## config.mk

```make
export PLATFORM = sky130hd
export DESIGN_NAME = flash_seq_top
export DESIGN_NICKNAME = d
export VERILOG_FILES = /design/src/rtl/fseq_pkg.sv /design/src/rtl/fseq_cmd_table.sv /design/src/rtl/fseq_poll_judge.sv /design/src/rtl/fseq_poll_timer.sv /design/src/rtl/flash_seq_top.sv
export SDC_FILE = /design/constraint.sdc
export NUM_CORES = 1
export LEC_CHECK = 0
export ABC_AREA = 0
export ABC_CLOCK_PERIOD_IN_PS = 2600
export BUFFER_PORTS_ARGS = -buffer_cell sky130_fd_sc_hd__clkbuf_2
export CORE_MARGIN = 2
export CORE_UTILIZATION = 50
export DETAILED_ROUTE_END_ITERATION = 8
export GPL_TIMING_DRIVEN = 0
export HOLD_SLACK_MARGIN = 0.08
export PLACE_DENSITY = 0.76
export SETUP_SLACK_MARGIN = 0.3
export SYNTH_ARGS = -nofsm -noshare
export SYNTH_HDL_FRONTEND = slang
export SYNTH_SLANG_ARGS = --single-unit
export TNS_END_PERCENT = 5
```

## constraint.sdc

```tcl
create_clock -name clk -period 2.6 [get_ports clk]
set_clock_uncertainty 0.1 [all_clocks]
set_input_delay 0.39 -clock clk [delete_from_list [all_inputs] [get_ports clk]]
set_output_delay 0.39 -clock clk [all_outputs]
set_load 0.01 [all_outputs]
```

## src/rtl/fseq_pkg.sv

```systemverilog
`timescale 1ns/1ps
package fseq_pkg;
    typedef enum logic [1:0] {
        OP_PROG = 2'd0,
        OP_PAGE = 2'd1,
        OP_CHIP = 2'd2,
        OP_NONE = 2'd3
    } op_e;

    typedef enum logic [2:0] {
        ST_IDLE  = 3'd0,
        ST_WRITE = 3'd1,
        ST_READ  = 3'd2,
        ST_CAPT  = 3'd3,
        ST_FREAD = 3'd4,
        ST_FCAPT = 3'd5
    } st_e;

    localparam logic [14:0] UNLOCK_A = 15'h5555;
    localparam logic [14:0] UNLOCK_B = 15'h2AAA;
    localparam int          STEP_W   = 3;
endpackage

```

## src/rtl/fseq_cmd_table.sv

```systemverilog
`timescale 1ns/1ps
module fseq_cmd_table
    import fseq_pkg::*;
#(
    parameter int ADDR_W = 17
) (
    input  logic [1:0]            op,
    input  logic [STEP_W-1:0]     step,
    input  logic [ADDR_W-1:0]     tgt_addr,
    input  logic [7:0]            tgt_data,
    output logic [ADDR_W-1:0]     cmd_addr,
    output logic [7:0]            cmd_data,
    output logic                  cmd_last
);
    localparam logic [ADDR_W-1:0] ADR_A = ADDR_W'(UNLOCK_A);
    localparam logic [ADDR_W-1:0] ADR_B = ADDR_W'(UNLOCK_B);

    logic is_prog;
    assign is_prog = (op == OP_PROG);

    always_comb begin
        cmd_addr = ADR_A;
        cmd_data = 8'hAA;
        case (step)
            3'd0: begin cmd_addr = ADR_A; cmd_data = 8'hAA; end
            3'd1: begin cmd_addr = ADR_B; cmd_data = 8'h55; end
            3'd2: begin cmd_addr = ADR_A; cmd_data = is_prog ? 8'hA0 : 8'h80; end
            3'd3: begin
                cmd_addr = is_prog ? tgt_addr : ADR_A;
                cmd_data = is_prog ? tgt_data : 8'hAA;
            end
            3'd4: begin cmd_addr = ADR_B; cmd_data = 8'h55; end
            3'd5: begin
                cmd_addr = (op == OP_PAGE) ? tgt_addr : ADR_A;
                cmd_data = (op == OP_PAGE) ? 8'h50 : 8'h10;
            end
            default: begin cmd_addr = ADR_A; cmd_data = 8'hAA; end
        endcase
        cmd_last = is_prog ? (step == 3'd3) : (step == 3'd5);
    end
endmodule

```

## src/rtl/fseq_poll_judge.sv

```systemverilog
`timescale 1ns/1ps
module fseq_poll_judge (
    input  logic mode,
    input  logic dq7,
    input  logic dq6,
    input  logic exp7,
    input  logic prev6,
    input  logic prev_ok,
    output logic complete
);
    always_comb begin
        if (mode) complete = prev_ok && (dq6 == prev6);
        else      complete = (dq7 == exp7);
    end
endmodule

```

## src/rtl/fseq_poll_timer.sv

```systemverilog
`timescale 1ns/1ps
module fseq_poll_timer #(
    parameter int LIMIT = 1000
) (
    input  logic clk,
    input  logic rst_n,
    input  logic clear,
    input  logic tick,
    output logic expire
);
    localparam int CW = $clog2(LIMIT + 1);

    logic [CW-1:0] cnt_d, cnt_q;

    assign expire = tick && (cnt_q == CW'(LIMIT - 1));

    always_comb begin
        cnt_d = cnt_q;
        if (clear || expire) cnt_d = '0;
        else if (tick)       cnt_d = cnt_q + 1'b1;
    end

    always_ff @(posedge clk) begin
        if (!rst_n) cnt_q <= '0;
        else        cnt_q <= cnt_d;
    end

    AST_TIMER_RANGE: assert property (@(posedge clk) disable iff (!rst_n) cnt_q < CW'(LIMIT));
endmodule

```

## src/rtl/flash_seq_top.sv

```systemverilog
`timescale 1ns/1ps
module flash_seq_top
    import fseq_pkg::*;
#(
    parameter int ADDR_W     = 17,
    parameter int POLL_LIMIT = 1000
) (
    input  logic              clk,
    input  logic              rst_n,
    input  logic              req_valid,
    output logic              req_ready,
    input  logic [1:0]        req_op,
    input  logic [ADDR_W-1:0] req_addr,
    input  logic [7:0]        req_data,
    input  logic              poll_mode,
    output logic [ADDR_W-1:0] bus_addr,
    output logic [7:0]        bus_wdata,
    output logic              bus_we,
    output logic              bus_re,
    input  logic [7:0]        bus_rdata,
    output logic              done,
    output logic              error,
    output logic [7:0]        result_data
);
    typedef struct packed {
        st_e               st;
        logic [1:0]        op;
        logic              mode;
        logic [ADDR_W-1:0] addr;
        logic [7:0]        data;
        logic [STEP_W-1:0] step;
        logic              prev6;
        logic              prev_ok;
        logic              done;
        logic              err;
        logic [7:0]        result;
    } regs_t;

    regs_t r_d, r_q;

    logic [ADDR_W-1:0] cmd_addr;
    logic [7:0]        cmd_data;
    logic              cmd_last;
    logic              complete;
    logic              expire;
    logic              exp7;

    assign exp7 = (r_q.op == OP_PROG) ? r_q.data[7] : 1'b1;

    fseq_cmd_table #(.ADDR_W(ADDR_W)) u_cmd (
        .op       (r_q.op),
        .step     (r_q.step),
        .tgt_addr (r_q.addr),
        .tgt_data (r_q.data),
        .cmd_addr (cmd_addr),
        .cmd_data (cmd_data),
        .cmd_last (cmd_last)
    );

    fseq_poll_judge u_judge (
        .mode     (r_q.mode),
        .dq7      (bus_rdata[7]),
        .dq6      (bus_rdata[6]),
        .exp7     (exp7),
        .prev6    (r_q.prev6),
        .prev_ok  (r_q.prev_ok),
        .complete (complete)
    );

    fseq_poll_timer #(.LIMIT(POLL_LIMIT)) u_timer (
        .clk    (clk),
        .rst_n  (rst_n),
        .clear  (r_q.st == ST_IDLE),
        .tick   ((r_q.st == ST_CAPT) && !complete),
        .expire (expire)
    );

    always_comb begin
        r_d      = r_q;
        r_d.done = 1'b0;
        r_d.err  = 1'b0;
        case (r_q.st)
            ST_IDLE: begin
                if (req_valid && (req_op != OP_NONE)) begin
                    r_d.st   = ST_WRITE;
                    r_d.op   = req_op;
                    r_d.mode = poll_mode;
                    r_d.addr = req_addr;
                    r_d.data = req_data;
                    r_d.step = '0;
                end
            end
            ST_WRITE: begin
                if (cmd_last) begin
                    r_d.st      = ST_READ;
                    r_d.prev_ok = 1'b0;
                end else begin
                    r_d.step = r_q.step + 1'b1;
                end
            end
            ST_READ: r_d.st = ST_CAPT;
            ST_CAPT: begin
                if (complete) begin
                    r_d.st = ST_FREAD;
                end else if (expire) begin
                    r_d.st   = ST_IDLE;
                    r_d.done = 1'b1;
                    r_d.err  = 1'b1;
                end else begin
                    r_d.st      = ST_READ;
                    r_d.prev6   = bus_rdata[6];
                    r_d.prev_ok = 1'b1;
                end
            end
            ST_FREAD: r_d.st = ST_FCAPT;
            ST_FCAPT: begin
                r_d.st     = ST_IDLE;
                r_d.result = bus_rdata;
                r_d.done   = 1'b1;
            end
            default: r_d.st = ST_IDLE;
        endcase
    end

    always_ff @(posedge clk) begin
        if (!rst_n) begin
            r_q    <= '0;
            r_q.st <= ST_IDLE;
        end else begin
            r_q <= r_d;
        end
    end

    assign req_ready   = (r_q.st == ST_IDLE);
    assign bus_we      = (r_q.st == ST_WRITE);
    assign bus_re      = (r_q.st == ST_READ) || (r_q.st == ST_FREAD);
    assign bus_addr    = bus_we ? cmd_addr : r_q.addr;
    assign bus_wdata   = bus_we ? cmd_data : 8'h00;
    assign done        = r_q.done;
    assign error       = r_q.err;
    assign result_data = r_q.result;

    AST_STROBE_EXCL: assert property (@(posedge clk) disable iff (!rst_n) !(bus_we && bus_re));
    AST_START_UNLOCK: assert property (@(posedge clk) disable iff (!rst_n)
        (req_valid && req_ready && req_op != 2'd3) |=> (bus_we && bus_wdata == 8'hAA));
    AST_DONE_PULSE: assert property (@(posedge clk) disable iff (!rst_n) done |=> !done);
    AST_ERR_WITH_DONE: assert property (@(posedge clk) disable iff (!rst_n) error |-> done);
    AST_BUSY_NOT_READY: assert property (@(posedge clk) disable iff (!rst_n)
        (bus_we || bus_re) |-> !req_ready);
    AST_READ_FOLLOWS: assert property (@(posedge clk) disable iff (!rst_n)
        bus_re |=> !bus_re && !bus_we);
endmodule

```

* Yosys cells after proc, flatten, opt, wreduce, memory -nomap -nowiden
Cells that the tools add are included.
** Storage, ports and cells
- Register bits :: 56
- Input bits :: 39
- Output and inout port bits :: 38
- Logic and storage cells :: 82
** Operators by class
- $add $sub $neg :: 2
- Equality and inequality tests :: 20
- Muxes and demuxes :: 25
- Bitwise gates (word level) :: 4
- Reduce and logical (&&, ||, !) cells :: 19
** Operators by type and width (count)
- 2-to-1 mux 17 bit :: 3
- case mux 17 bit (3 select lines) :: 1
- 2-to-1 mux 34 bit :: 1
- case mux 8 bit (4 select lines) :: 1
- 2-to-1 mux 8 bit :: 2
- case mux 3 bit (5 select lines) :: 1
- equality test 3 x 2 -> 1 bit (second input constant) :: 4
- equality test 3 bit (second input constant) :: 4
- 2-to-1 mux 3 bit :: 4
- adder 10 x 1 -> 10 bit (second input constant) :: 1
- equality test 10 bit (second input constant) :: 1
- inequality test 2 bit (second input constant) :: 5
- 2-to-1 mux 7 bit :: 1
- equality test 3 x 1 -> 1 bit (second input constant) :: 2
- 2-to-1 mux 6 bit :: 1
- case mux 3 bit (2 select lines) :: 1
- AND reduction 3 bit :: 2
- 2-to-1 mux 1 bit :: 5
- logical AND 1 bit :: 4
- 2-to-1 mux 2 bit :: 2
- NOT 1 bit :: 4
- case mux 1 bit (2 select lines) :: 2
- AND reduction 2 bit :: 2
- AND reduction 4 bit :: 1
- other kinds (11) :: 15

* Depth between registers and ports, before layout
Gate-level depths: netlist of the first run.
- Word-level depth :: 10
- Gate-level depth with buffers :: 8
- Depth with buffers taken out :: 7

* Hierarchy
A second synthesis of the first run with hierarchy kept.
** Second synthesis, totals
- Cells, all modules :: 389
- Area, all modules :: 3443.3 µm²
** By module, submodules not included
- flash_seq_top :: times used 1, cells each 237, area each 2354.8 µm², seq. area each 920.9 µm²
- fseq_cmd_table :: times used 1, cells each 95, area each 590.6 µm², seq. area each 0.0 µm²
- fseq_poll_timer :: times used 1, cells each 53, area each 470.5 µm², seq. area each 200.2 µm²
- fseq_poll_judge :: times used 1, cells each 4, area each 27.5 µm², seq. area each 0.0 µm²

* Least setup slack after synthesis of the first run
No wires, ideal clock.
- Path type :: register to output
- From :: reg r_q[14] in the netlist's numbering
- To :: out bus_addr[0]
- Arrival time :: 1.879 ns
- Data required time :: 2.110 ns
- Setup slack :: 0.231 ns
- Cell stages (with the launch flop) :: 9
- Buffers on the path :: 2
- Cells stage by stage :: dfxtp_1 > clkbuf_1 > inv_1 > ha_1 > clkbuf_1 > nor3_1 > nor2_1 > a31oi_1 > o21a_1
** On the way
- Cells in the longest elaborated chain, start to end :: 4
- Elaborated cells on any way between the ends :: 7
- Classes of those cells :: eq/ne: 4; mux: 2; reduce/logical: 1
** Ends and longest elaborated chain
- start: declaration :: RTL line flash_seq_top.sv:39 : regs_t r_d, r_q;
- start signal: assignment :: RTL line flash_seq_top.sv:130 : r_q <= r_d;
- equality test 3 x 1 -> 1 bit / equality test 3 bit (equally long branches) :: RTL line fseq_cmd_table.sv:24 : case (step)
- OR reduction 2 bit (no source line)
- case mux 17 bit (3 select lines) * :: RTL line fseq_cmd_table.sv:24
- 2-to-1 mux 17 bit * :: RTL line flash_seq_top.sv:137 : assign bus_addr = bus_we ? cmd_addr : r_q.addr;
- end: declaration :: RTL line flash_seq_top.sv:16 : output logic [ADDR_W-1:0] bus_addr,
Mark *: on every way between the ends. The rest lies on a longest branch, timed or not.

* Final worst setup path of the first run
- From :: reg r_q[12] in the netlist's numbering
- To :: out bus_addr[14]
Same word-level chain as after synthesis.

==> results of run 1 <==
worst reg2reg max path, stage by stage, from the launching register on:
cell and delay [ns]:
dfxtp_1 0.32, buf_6 0.14, or3_4 0.43, a32oi_4 0.29, o31ai_1 0.18, a2111oi_1 0.49, o221a_2 0.27
sequential cells by signal, indices dropped and copies added (netlist names):
| register | count |
|---|---|
| done | 1 |
| u_timer.cnt_q | 10 |
| r_q | 36 |
| error | 1 |
| result_data | 8 |
power by group:
group	internal (uW)	switching [uW]	total (uW)	leakage, uW
combinational	137	174	311	0.00104
sequential	887	21.3	908	0.000457
clock	285	292	577	0.0000541
total	1310	487	1800	0.00155
logic make-up (layout without fill, tap and decap cells):
family,count (synthesis),in the layout,share of synthesized area
compound gates,96,96,0.239
xor+xnor,4,4,0.0122
fa+ha+maj,6,6,0.0262
buf+inv,33,123,0.0572
flops,56,56,0.391
mux,10,10,0.0349
simple gates,146,146,0.240
layout make-up:
class / instances / area share
timing repair buffer: 82 / 0.117
buffer: 29 / 0.0487
sequential: 56 / 0.310
tap: 72 / 0.0247
clock inverter: 3 / 0.0117
clock buffer: 5 / 0.0189
inverter: 4 / 0.00411
multi-input combinational: 262 / 0.465
placed cells by master, fill, tap and decap left out, types with 8 or more instances in the layout:
cell,instances
a21boi_0,30
a21o_1,8
a21oi_1,14
buf_4,12
clkbuf_1,11
clkbuf_2,75
dfxtp_1,52
mux2i_1,10
nand2_1,67
nand3_1,8
nor2_1,20
nor2b_1,12
o21a_1,12
per-layer routing:
layer | wire (um) | vias up | GRT usage
met5 | 0 | - | 0
met4 | 87 | 0 | 0.0695
met3 | 386 | 8 | 0.0407
met2 | 3410 | 78 | 0.374
met1 | 3280 | 1312 | 0.306
li1 | - | 1382 | -
worst max-delay path by stage:
stage                 start      endpoint  slack (ns)  cells past startpoint
finish              r_q[12]  bus_addr[14]        0.09                      8
global route        r_q[12]  bus_addr[14]        0.02                      8
CTS                 r_q[12]   bus_addr[5]        0.12                      9
detailed placement  r_q[14]  bus_addr[16]       -0.23                      9
global placement    r_q[14]  bus_addr[16]       -0.16                      9
floorplan           r_q[14]  bus_addr[15]        0.31                      8
stage by stage:
| stage | total power [uW] | setup WS, ns | util | hold WS [ns] | setup TNS (ns) |
|---|---|---|---|---|---|
| floorplan | 1100 | 0.306 | - | 0.339 | 0 |
| global route | 1880 | 0.0204 | 0.663 | 0.193 | 0 |
| detailed placement | 1210 | -0.225 | 0.607 | 0.353 | -2.64 |
| finish | 1800 | 0.0909 | 0.663 | 0.193 | 0 |
| global placement | 1200 | -0.161 | 0.607 | 0.348 | -1.86 |
| CTS | 1800 | 0.123 | 0.653 | 0.193 | 0 |
timing repair:
item                                    in CTS  in global routing
setup buffers                                4                  1
endpoints found under the setup margin      38                 45
endpoints found under the hold margin        0                  0
gates cloned                                 1                  0
pin swaps                                   13                  4
resized for setup                           33                 14
==> impl_metrics.py, run 1 <==
metrics = {
    "worst_setup_path": {
        "worst-r2r-setup-slack_ns": 0.35,
        "r2r_cells": 6,
        "critPathTopFamily": "compound AO/OA/AOI/OAI gates",
        "worstPathRequired_ns": 2.11,
        "worstSetupPathType": "flip-flop to output pin",
        "critical-path-max-stage-delay_ns": 0.37,
        "cp-end-kind": "output pin",
        "rr_endpoint": "r_q[10]",
        "critPathArrivalTime_ns": 2.02,
        "startpoint_type": "flip-flop",
        "cp_common_cell": "ha_4",
        "worstPathBufferInverterCount": 2,
        "slowest_stage": "dfxtp_4",
        "rr_startpoint": "r_q[41]",
        "path_max_fanout": 8,
        "path_cells": "ha_4 -> ha_4 -> clkbuf_8 -> nor3_4 -> nor2_2 -> a31oi_4 -> o21a_1 -> clkbuf_2",
    },
    "route": {
        "via_count": 2780,
        "wl_per_cell_um": 14.0,
        "ant_nets": 0,
        "routed_via_density": 5.42,
        "dr.pass1.iters": 4,
        "drtIter0Drc": 201,
        "wl_um": 7160,
        "drt_drc_violations_left": 0,
    },
    "floorplan": {
        "die-area_sq_mm": 0.00636,
        "io_pins": 77,
        "initial_core_util": 0.521,
        "die_h_um": 79.7,
        "core_area_sq_mm": 0.00551,
        "fp.dieW_um": 79.7,
        "rows": 27,
    },
    "timing": {
        "hold_viol": 0,
        "slew_headroom": 0.560,
        "finalSetupViolCount": 0,
        "worst_pin_slew_ns": 0.655,
        "max_freq_ghz": 0.399,
        "rsz0062_at_grt": "true",
        "finalMaxSlewViolations": 0,
        "period_needed_ns": 2.51,
        "fin_crit_sh": 0.965,
    },
    "yosys": {
        "yosys_most_used_dff": "dfxtp_1",
        "syn_avg_cell_area_sq_um": 8.17,
        "syn_nets": 396,
        "synth_area_leaders": "dfxtp_1 (39%), nand2_1 (8.9%), a21boi_0 (7.9%), mux2i_1 (3.5%), nor2b_1 (3.3%)",
        "yosysTopAreaCell": "dfxtp_1",
        "synth.yosys.seq_area_share": 0.391,
        "synth_top_cells_by_count": "nand2_1 (68), dfxtp_1 (56), a21boi_0 (30), nor2_1 (22)",
        "async_flop_share": 0,
        "ys_ff_latch": 56,
        "synth_top_area_frac": 0.391,
        "synth_most_common_cell": "nand2_1",
        "yosysWarnings": 0,
        "synth_cell_type_count": 46,
        "synth-edff-count": 0,
        "synth_area_sq_mm": 0.00287,
        "synth_cells": 351,
    },
    "layout": {
        "regArea_sq_mm": 0.00113,
        "multi_input_area_sq_mm": 0.00170,
        "antenna_cells": 0,
        "final_area_sq_mm": 0.00365,
        "drive_above_1_share": 0.311,
        "instances_no_fill": 513,
        "fillCellCount": 480,
        "syn_to_final_growth_pct": 27.3,
        "finalNetCount": 485,
    },
    "run": {
        "maxCapViolCount": 0,
    },
    "global_routing": {
        "grt_use_total": 0.228,
        "grt_max_degree": 18,
        "antenna_found_initial": 0,
        "grt_pass1_wl_um": 11600,
        "grt_pass1_vias": 2507,
        "grt-ovfl-total": 0,
    },
    "cts": {
        "cts-htree-levels": 2,
        "cts.sinks": 56,
        "cts_root_buffer": "clkbuf_8",
        "clk_pin_slew_ns": 0.10,
        "cts_made_buffers": 5,
        "cts_hold_buf": 0,
        "clk_latency_ns": 0.31,
        "cts_tree": "built",
        "clockBufferDepth": 2,
    },
    "min_path": {
        "hold_start": "req_addr[16]",
        "hold_end": "r_q[39]",
        "worstHoldPathType": "input port to flip-flop",
        "hold_depth": 3,
    },
    "power": {
        "cellPowerDensity_mw_per_mm2": 492,
        "p_leak_uw": 0.00155,
        "ir_worst_vdd_v": 0.000355,
    },
    "outcome": {
        "outcome": "finished, final reports clean",
    },
    "placed_design": {
        "gp_congestion": 0.854,
        "io_buffers": 76,
        "hpwl_um": 5050,
        "place_area_sq_mm": 0.00334,
        "dp_cells": 499,
    },
}
(Power assumes the default switching activity.)
==> run 2: changes to the inputs <==
==> constraint.sdc (replaced) <==
create_clock -name clk -period 2.6 [get_ports clk]
set_clock_uncertainty 0.1 [all_clocks]
set_input_delay 0.26 -clock clk [delete_from_list [all_inputs] [get_ports clk]]
set_output_delay 0.26 -clock clk [all_outputs]
set_load 0.01 [all_outputs]
==> impl_metrics.py, run 2 (synthesis results as in run 1) <==
metrics = {
    "outcome": {
        "outcome": "finished, final reports clean",
    },
    "route": {
        "ant_nets": 0,
        "routed_via_density": 5.39,
        "drt_drc_violations_left": 0,
        "wl_per_cell_um": 14.8,
        "dr.pass1.iters": 5,
        "drtIter0Drc": 185,
        "wl_um": 8000,
        "via_count": 2908,
    },
    "worst_setup_path": {
        "worstPathBufferInverterCount": 5,
        "critPathArrivalTime_ns": 2.01,
        "path_max_fanout": 10,
        "slowest_stage": "dfxtp_2",
        "cp_common_cell": "buf_8",
        "critical-path-max-stage-delay_ns": 0.34,
        "startpoint_type": "flip-flop",
        "worstPathRequired_ns": 2.24,
        "cp-end-kind": "output pin",
        "critPathTopFamily": "buffers and inverters",
        "path_cells": "buf_8 -> inv_2 -> ha_4 -> buf_8 -> nor2b_4 -> a31oi_4 -> o21ai_4 -> buf_6 -> and2_1 -> clkbuf_2",
        "worstSetupPathType": "flip-flop to output pin",
    },
    "global_routing": {
        "grt_use_met1": 0.304,
        "grtUsageMet3": 0.0532,
        "grt_busiest_layer": "met2",
        "antenna_found_initial": 0,
        "grt_max_degree": 18,
        "grt_pass1_vias": 2685,
        "grt_use_total": 0.239,
        "use_met2": 0.410,
        "grt_pass1_wl_um": 12200,
        "grt-ovfl-total": 0,
    },
    "layout": {
        "instances_no_fill": 540,
        "drive_above_1_share": 0.301,
        "finalNetCount": 512,
        "syn_to_final_growth_pct": 36.9,
        "antenna_cells": 0,
        "largest_reg_flops": 36,
        "final_common_cell": "clkbuf_2",
        "fillCellCount": 434,
        "final_cell_mix": "clkbuf_2 (74), nand2_1 (67), dfxtp_1 (52)",
        "top_register": "r_q",
        "post-route-util": 0.713,
    },
    "cts": {
        "clockBufferDepth": 2,
        "clk_latency_ns": 0.31,
        "cts-htree-levels": 2,
        "cts_made_buffers": 5,
        "cts_tree": "built",
        "cts.sinks": 56,
        "cts_root_buffer": "clkbuf_8",
        "clk_pin_slew_ns": 0.10,
    },
    "power": {
        "p_leak_uw": 0.00167,
        "ir_worst_vdd_v": 0.000299,
        "cellPowerDensity_mw_per_mm2": 444,
    },
    "timing": {
        "hold_ws_ns": 0.0903,
        "hold_viol": 0,
        "finalSetupViolCount": 0,
        "period_needed_ns": 2.37,
        "slew_headroom": 0.541,
        "max_freq_ghz": 0.423,
        "finalSetupTns_ns": 0,
        "finalMaxSlewViolations": 0,
        "worst_pin_slew_ns": 0.689,
        "rsz0062_at_grt": "true",
        "fin_crit_sh": 0.910,
    },
    "run": {
        "maxCapViolCount": 0,
    },
    "floorplan": {
        "rows": 27,
        "fp.dieW_um": 79.7,
        "core_area_sq_mm": 0.00551,
        "io_pins": 77,
        "die-area_sq_mm": 0.00636,
        "die_h_um": 79.7,
        "initial_core_util": 0.521,
    },
    "placed_design": {
        "dp_cells": 499,
        "hpwl_um": 4900,
        "io_buffers": 76,
        "gp_congestion": 0.835,
    },
    "min_path": {
        "worstHoldPathType": "input port to flip-flop",
    },
}
[run 2: cell type report]
class / count / area, sq um / area share
Buffer: 29 / 181 / 0.0462
Inverter: 4 / 15.0 / 0.00383
Timing Repair Buffer: 109 / 693 / 0.177
Sequential cell: 56 / 1130 / 0.288
Tap cell: 72 / 90.1 / 0.0230
Clock inverter: 2 / 16.3 / 0.00414
Multi-Input combinational cell: 262 / 1730 / 0.440
Clock buffer: 6 / 72.6 / 0.0185
[run 2: tightest hold or removal path, cell delays in order]
cell and delay, ns:
clkbuf_2 0.08, nand2_1 0.04, a21boi_0 0.08
[run 2: stage by stage]
step / instance area, sq um / total power [uW] / setup slack (ns)
after floorplan: 2870 / 1100 / 0.361
after global placement: 3340 / 1200 / -0.152
after detailed placement: 3340 / 1210 / -0.151
after CTS: 3710 / 1720 / 0.0883
after global routing: 3930 / 1820 / 0.151
final: 3930 / 1740 / 0.235
[run 2: power by group]
group          total [uW]  internal (uW)  switching [uW]  leakage, uW
Sequential            910            887            22.7     0.000457
Combinational         349            162             187      0.00117
Clock                 485            193             292    0.0000414
[run 2: metal layers]
metal	wire [um]	share of wire
met1	3440	0.43
met3	518	0.065
met4	95	0.012
met5	0	0
met2	3950	0.49
[run 2: worst paths after layout]
kind	depth (start not counted)	start	end	slack [ns]
setup / recovery	10	r_q[14]	bus_addr[16]	0.23
hold / removal	3	poll_mode	r_q[40]	0.09
setup reg to reg	8	r_q[14]	r_q[13]	0.34
hold reg to reg	2	r_q[29]	r_q[29]	0.37
[run 2: repair_timing]
| item | 4_1_cts | 5_1_grt |
|---|---|---|
| gates resized for setup | 12 | 49 |
| hold buffers | 23 | 1 |
| hold endpoints to repair | 23 | 1 |
| pin swaps | 1 | 6 |
| gates cloned | 0 | 2 |
| endpoints found under the setup margin | 33 | 58 |
| setup buffers | 1 | 6 |
